File: config.mk
export PLATFORM = sky130hd
export DESIGN_NAME = cmp_regbank
export DESIGN_NICKNAME = d
export VERILOG_FILES = /design/src/rtl/cmp_regbank.sv
export SDC_FILE = /design/constraint.sdc
export NUM_CORES = 1
export LEC_CHECK = 0
export BUFFER_PORTS_ARGS = -buffer_cell sky130_fd_sc_hd__buf_2
export CAP_MARGIN = 30
export CELL_PAD_IN_SITES_DETAIL_PLACEMENT = 1
export CELL_PAD_IN_SITES_GLOBAL_PLACEMENT = 1
export CORE_ASPECT_RATIO = 0.6
export CORE_MARGIN = 8
export CORE_UTILIZATION = 38
export CTS_CLUSTER_DIAMETER = 80
export CTS_CLUSTER_SIZE = 10
export DETAILED_ROUTE_END_ITERATION = 7
export PLACE_DENSITY = 0.81
export SETUP_SLACK_MARGIN = 0.5
export SLEW_MARGIN = 5
export SYNTH_ARGS = -nofsm -noshare
export SYNTH_HDL_FRONTEND = slang
export SYNTH_SLANG_ARGS = --single-unit
File: constraint.sdc
create_clock -name clk -period 2.2 [get_ports clk]
set_input_delay 0.33 -clock clk [delete_from_list [all_inputs] [get_ports clk]]
set_output_delay 0.33 -clock clk [all_outputs]
set_load 0.05 [all_outputs]
File: src/rtl/cmp_regbank.sv
module cmp_regbank #(
  parameter int NCH = 2,
  localparam int AW = $clog2((NCH + 1) * 4)
) (
  input  logic              clk,
  input  logic              rst_n,
  input  logic [AW-1:0]     bus_addr,
  input  logic              bus_we,
  input  logic [31:0]       bus_wdata,
  output logic [31:0]       bus_rdata,
  input  logic              dbg_mode,
  input  logic [NCH-1:0]    cmp_result,
  output logic [NCH-1:0]    ch_enable,
  output logic [NCH-1:0]    ch_pin_oe,
  output logic [NCH-1:0]    ch_invert,
  output logic [2*NCH-1:0]  ch_evt_sel,
  output logic [NCH-1:0]    ch_pos_sel,
  output logic [2*NCH-1:0]  ch_neg_sel,
  output logic              idle_stop,
  output logic              freeze_active
);
  localparam int SW = AW - 2;
  localparam logic [31:0] CTRL_WMASK = 32'h0000_E0D3;
  localparam logic [31:0] CTRL_RST   = 32'h0000_00C3;

  function automatic logic [31:0] apply(input logic [31:0] old, input logic [31:0] wd,
                                        input logic [1:0] k, input logic [31:0] m);
    logic [31:0] nv;
    case (k)
      2'd0:    nv = wd;
      2'd1:    nv = old & ~wd;
      2'd2:    nv = old | wd;
      default: nv = old ^ wd;
    endcase
    return (old & ~m) | (nv & m);
  endfunction

  wire [1:0]    kind = bus_addr[1:0];
  wire [SW-1:0] sel  = bus_addr[AW-1:2];

  logic [31:0]    ctrl_q [NCH];
  logic [NCH-1:0] res_q;
  logic idle_q, frz_wr, frz_act, dbg_q;

  wire dbg_entry = dbg_mode & ~dbg_q;
  wire frz_view  = dbg_entry ? frz_wr : frz_act;
  assign freeze_active = dbg_mode & frz_view;
  assign idle_stop     = idle_q;

  wire        st_wr   = bus_we && (sel == SW'(NCH));
  wire [31:0] st_cur  = {17'b0, frz_wr, idle_q, 13'b0};
  wire [31:0] st_mask = dbg_mode ? 32'h0000_6000 : 32'h0000_2000;
  wire [31:0] st_next = apply(st_cur, bus_wdata, kind, st_mask);

  always_ff @(posedge clk or negedge rst_n) begin
    if (!rst_n) begin
      for (int i = 0; i < NCH; i++) ctrl_q[i] <= CTRL_RST;
    end else begin
      for (int i = 0; i < NCH; i++)
        if (bus_we && sel == SW'(i))
          ctrl_q[i] <= apply(ctrl_q[i], bus_wdata, kind, CTRL_WMASK);
    end
  end

  always_ff @(posedge clk or negedge rst_n) begin
    if (!rst_n) begin
      idle_q  <= 1'b0;
      frz_wr  <= 1'b0;
      frz_act <= 1'b0;
      dbg_q   <= 1'b0;
      res_q   <= '0;
    end else begin
      dbg_q <= dbg_mode;
      if (st_wr) begin
        idle_q <= st_next[13];
        frz_wr <= st_next[14];
      end
      if (dbg_entry) frz_act <= frz_wr;
      if (!freeze_active) res_q <= cmp_result;
    end
  end

  for (genvar g = 0; g < NCH; g++) begin : g_out
    assign ch_enable[g]          = ctrl_q[g][15];
    assign ch_pin_oe[g]          = ctrl_q[g][14];
    assign ch_invert[g]          = ctrl_q[g][13];
    assign ch_evt_sel[2*g +: 2]  = ctrl_q[g][7:6];
    assign ch_pos_sel[g]         = ctrl_q[g][4];
    assign ch_neg_sel[2*g +: 2]  = ctrl_q[g][1:0];
  end

  always_comb begin
    bus_rdata = '0;
    if (kind == 2'd0) begin
      for (int i = 0; i < NCH; i++)
        if (sel == SW'(i)) bus_rdata = ctrl_q[i] | (32'(res_q[i]) << 8);
      if (sel == SW'(NCH)) begin
        bus_rdata[14]      = dbg_mode & frz_view;
        bus_rdata[13]      = idle_q;
        bus_rdata[NCH-1:0] = res_q;
      end
    end
  end

  AST_CTRL_RESERVED_ZERO: assert property (@(posedge clk) disable iff (!rst_n)
    (kind == 2'd0 && sel < SW'(NCH)) |-> ((bus_rdata & ~32'h0000_E1D3) == 32'h0));
  AST_ALIAS_READ_ZERO: assert property (@(posedge clk) disable iff (!rst_n)
    (kind != 2'd0) |-> (bus_rdata == 32'h0));
  AST_FRZ_HIDDEN: assert property (@(posedge clk) disable iff (!rst_n)
    (!dbg_mode && kind == 2'd0 && sel == SW'(NCH)) |-> !bus_rdata[14]);
  AST_FRZ_WR_LOCK: assert property (@(posedge clk) disable iff (!rst_n)
    !dbg_mode |=> $stable(frz_wr));
  AST_FRZ_STEADY_IN_DEBUG: assert property (@(posedge clk) disable iff (!rst_n)
    (dbg_mode && dbg_q) |=> (!dbg_mode || $stable(freeze_active)));
  AST_RESULT_HOLD: assert property (@(posedge clk) disable iff (!rst_n)
    freeze_active |=> $stable(res_q));
endmodule

==> out/results.tsv <==
stage	metric	value	unit
routing	viasPerCell	4.681	
routing	dr.pass1.iters	4	
pwr	pwr_density_cell	984.5	nW/um^2
pwr	power_leakage	0.001474	uW
grt	grt_start_max_net_pins	23	
clock_network	cts_tree	yes	
sta	final-hold-violation-count	0	
sta	finalSetupViolations	0	
yosys	synth-seq-cells	22	
die	die_y	77.11	microns
grt	antenna_found_initial	0	
sta	min_period	1814	ps
worst_setup_path	crit_required	1870	ps
clock_network	clkSinkCount	22	
die	ioPinCount	92	
grt	grt.overflow.total	0	
job	cap_violations	0	
die	die_w	117.8	microns
final_layout	antenna_cells	0	
placed_design	post-dp-hpwl	4.595	mm
die	core_area	6056	sq um
yosys	synth_edf_count	0	
yosys	synthTopCellsByCount	inv_1 (46), ha_1 (36), buf_4 (23), dfrtp_1 (14), mux2_2 (14)	
sta	max_freq	551.4	MHz
yosys	synth.distinct_cells	32	
grt	grt_pass1_vias	1902	
routing	route.detailed.drc	0	
pwr	power.total	3017	uW
worst_setup_path	reg2reg_depth	5	
yosys	synth_top_area_share	19.05	%
yosys	yosys.area_share.simple	4.656	%
sta	tns	0	ps
final_layout	areaGrowthSynthToFinish	29.58	%
clock_network	clock_path_buffers	2	
sta	drv_slew	0	
sta	period_share	82.43	%
grt	grtUsageTotal	14.09	%
grt	grt_first_pass_wirelength	10.38	mm
yosys	yosysMostFrequentCell	inv_1	
final_layout	drive_above_1_share	58.33	%
yosys	yosys_warnings	0	
worst_setup_path	cp-end-kind	primary output	
run_status	outcome	finished clean	
yosys	synth_top_family_by_area	multiplexers	
clock_network	cts_hold_buf	0	
yosys	yosys_most_used_dff	dfrtp_1	
pwr	irDropWorstVdd	0.0005295	V
sta	tightest_slew	528.0	ps
worst_setup_path	arrival	1480	ps
worst_setup_path	startpoint_type	flop	
routing	drt-initial-drc-count	36	
die	start_util	39.05	%
yosys	synth_fa_ha_area_share	19.05	%
die	rows	22	
routing	routed_wl	6.125	mm
min_path	hp-class	primary input to async pin	
yosys	syn_area	2365	sq um
yosys	yosysSeqAreaShare	23.70	%
yosys	synthXorXnorAreaFrac	0	%
yosys	synth_compound_area_share	2.169	%
clock_network	clk_pin_slew	80	ps
sta	maxSlewHeadroom	64.80	%
routing	post_drt_wl_per_cell	17.60	microns
worst_setup_path	cp_max_fo	4	
worst_setup_path	r2r_setup_slack	430	ps
placed_design	gp_congestion	0.7545	
yosys	synthArstFlopShare	100.0	%
sta	rsz0062_at_grt	yes	
clock_network	cts_htree_levels	1	
routing	vias	1629	
yosys	synth_largest_area_cell	ha_1	
worst_setup_path	crit_type	flop to primary output	
die	dieArea	9086	sq um
yosys	syn_inst	207	
clock_network	clock_latency	270	ps
final_layout	layout.nets	343	
placed_design	place.port_buffers	44	
yosys	ys_top_cells_by_area	ha_1 (19%), dfrtp_1 (15%), mux4_2 (12%)	
worst_setup_path	rr_startpoint	ch_neg_sel[1]	
worst_setup_path	regToRegEndpoint	ch_neg_sel[1]	
yosys	synthMuxAreaShare	32.43	%
yosys	avgSynthCellArea	11.42	sq um
clock_network	cts_buffers	3	
routing	postRouteAntennaNets	0	
clock_network	cts-root-buf	clkbuf_8	
sta	fin_worst_skew	0.5043	ps
-- worst max-delay path by stage --
stage / startpoint / end / slack [ps] / depth (start not counted)
floorplan: ch_neg_sel[2] / ch_neg_sel[2] / 390 / 4
global placement: bus_addr[2] / bus_rdata[14] / 290 / 5
detailed placement: bus_addr[2] / bus_rdata[14] / 290 / 5
CTS: dbg_q / bus_rdata[14] / 340 / 4
global route: dbg_q / bus_rdata[14] / 330 / 4
finish: ch_neg_sel[1] / bus_rdata[1] / 390 / 4
-- cells in the final DEF (no fill, tap or decap), types with 2 or more instances in the layout --
cell and instances:
nor3_4 3, mux4_1 2, buf_2 33, mux2i_2 3
buf_8 2, buf_6 8, inv_4 8, inv_1 38
clkbuf_8 3, buf_4 19, dfrtp_2 9, conb_1 23
ha_4 8, a2bb2oi_2 2, mux4_2 16, mux2_2 8
dfrtp_1 5, dfstp_4 8, ha_1 28, nor2_4 5
mux2i_1 5, mux2_4 13
-- through the flow --
stage | cells | worst slack, ps | hold WS, ps | utilization (%) | area [sq um]
2_1_floorplan | 229 | 394.4 | 34.41 | - | 2608
3_3_place_gp | 331 | 286.1 | 324.0 | 44.59 | 2700
3_5_place_dp | 331 | 293.7 | 344.3 | 44.59 | 2700
4_1_cts | 341 | 335.3 | 37.49 | 49.09 | 2973
5_1_grt | 348 | 333.5 | 56.02 | 50.60 | 3064
6_report | 348 | 386.5 | 22.90 | 50.60 | 3064
-- cell families after synthesis --
family,count (synthesis)
buffers and inverters,77
muxes,47
adders and majority gates,36
DFF,22
and+or+nand+nor,17
AOI/OAI and AO/OA,7
other,1
-- where the power goes --
part | leakage [uW] | switching [uW] | total, uW | internal (uW)
Combinational | 0.00121 | 1100 | 1850 | 743
Sequential | 0.000244 | 239 | 895 | 656
Clock | 0.0000228 | 146 | 276 | 130
-- layout make-up --
| cell class | instances | area, sq um |
|---|---|---|
| fill | 653 | 2992 |
| multi-input combinational | 130 | 1692 |
| sequential | 22 | 601.8 |
| timing repair buffer | 62 | 427.9 |
| inverter | 46 | 192.7 |
| tap | 84 | 105.1 |
| clock buffer | 4 | 45.04 |
-- critical path, stage by stage, from the launching register on --
cell	delay, ps
dfstp_4	650
mux2i_1	90
a2bb2oi_2	170
nor3_4	120
buf_6	180
-- state kept, by name (all words and copies together), names as in the netlist --
signal / flops
frz_wr: 1
idle_stop: 1
ch_neg_sel: 4
ch_pos_sel: 2
ch_enable: 2
ch_pin_oe: 2
ch_invert: 2
frz_act: 1
res_q: 2
ch_evt_sel: 4
dbg_q: 1
-- repair_timing --
action	CTS	global route
endpoints found under the setup margin	18	19
resized for setup	34	13
hold endpoints to repair	0	0
setup buffers	6	7
pin swaps	7	6
-- per-layer routing --
metal | track usage [%] | vias to the layer above | part of all wire [%]
met5 | 0 | - | 0
met4 | 2.668 | 0 | 0.75
met3 | 3.436 | 5 | 4.2
met2 | 25.72 | 36 | 51
met1 | 16.50 | 826 | 44
li1 | - | 762 | -
(Power assumes the default switching activity.)
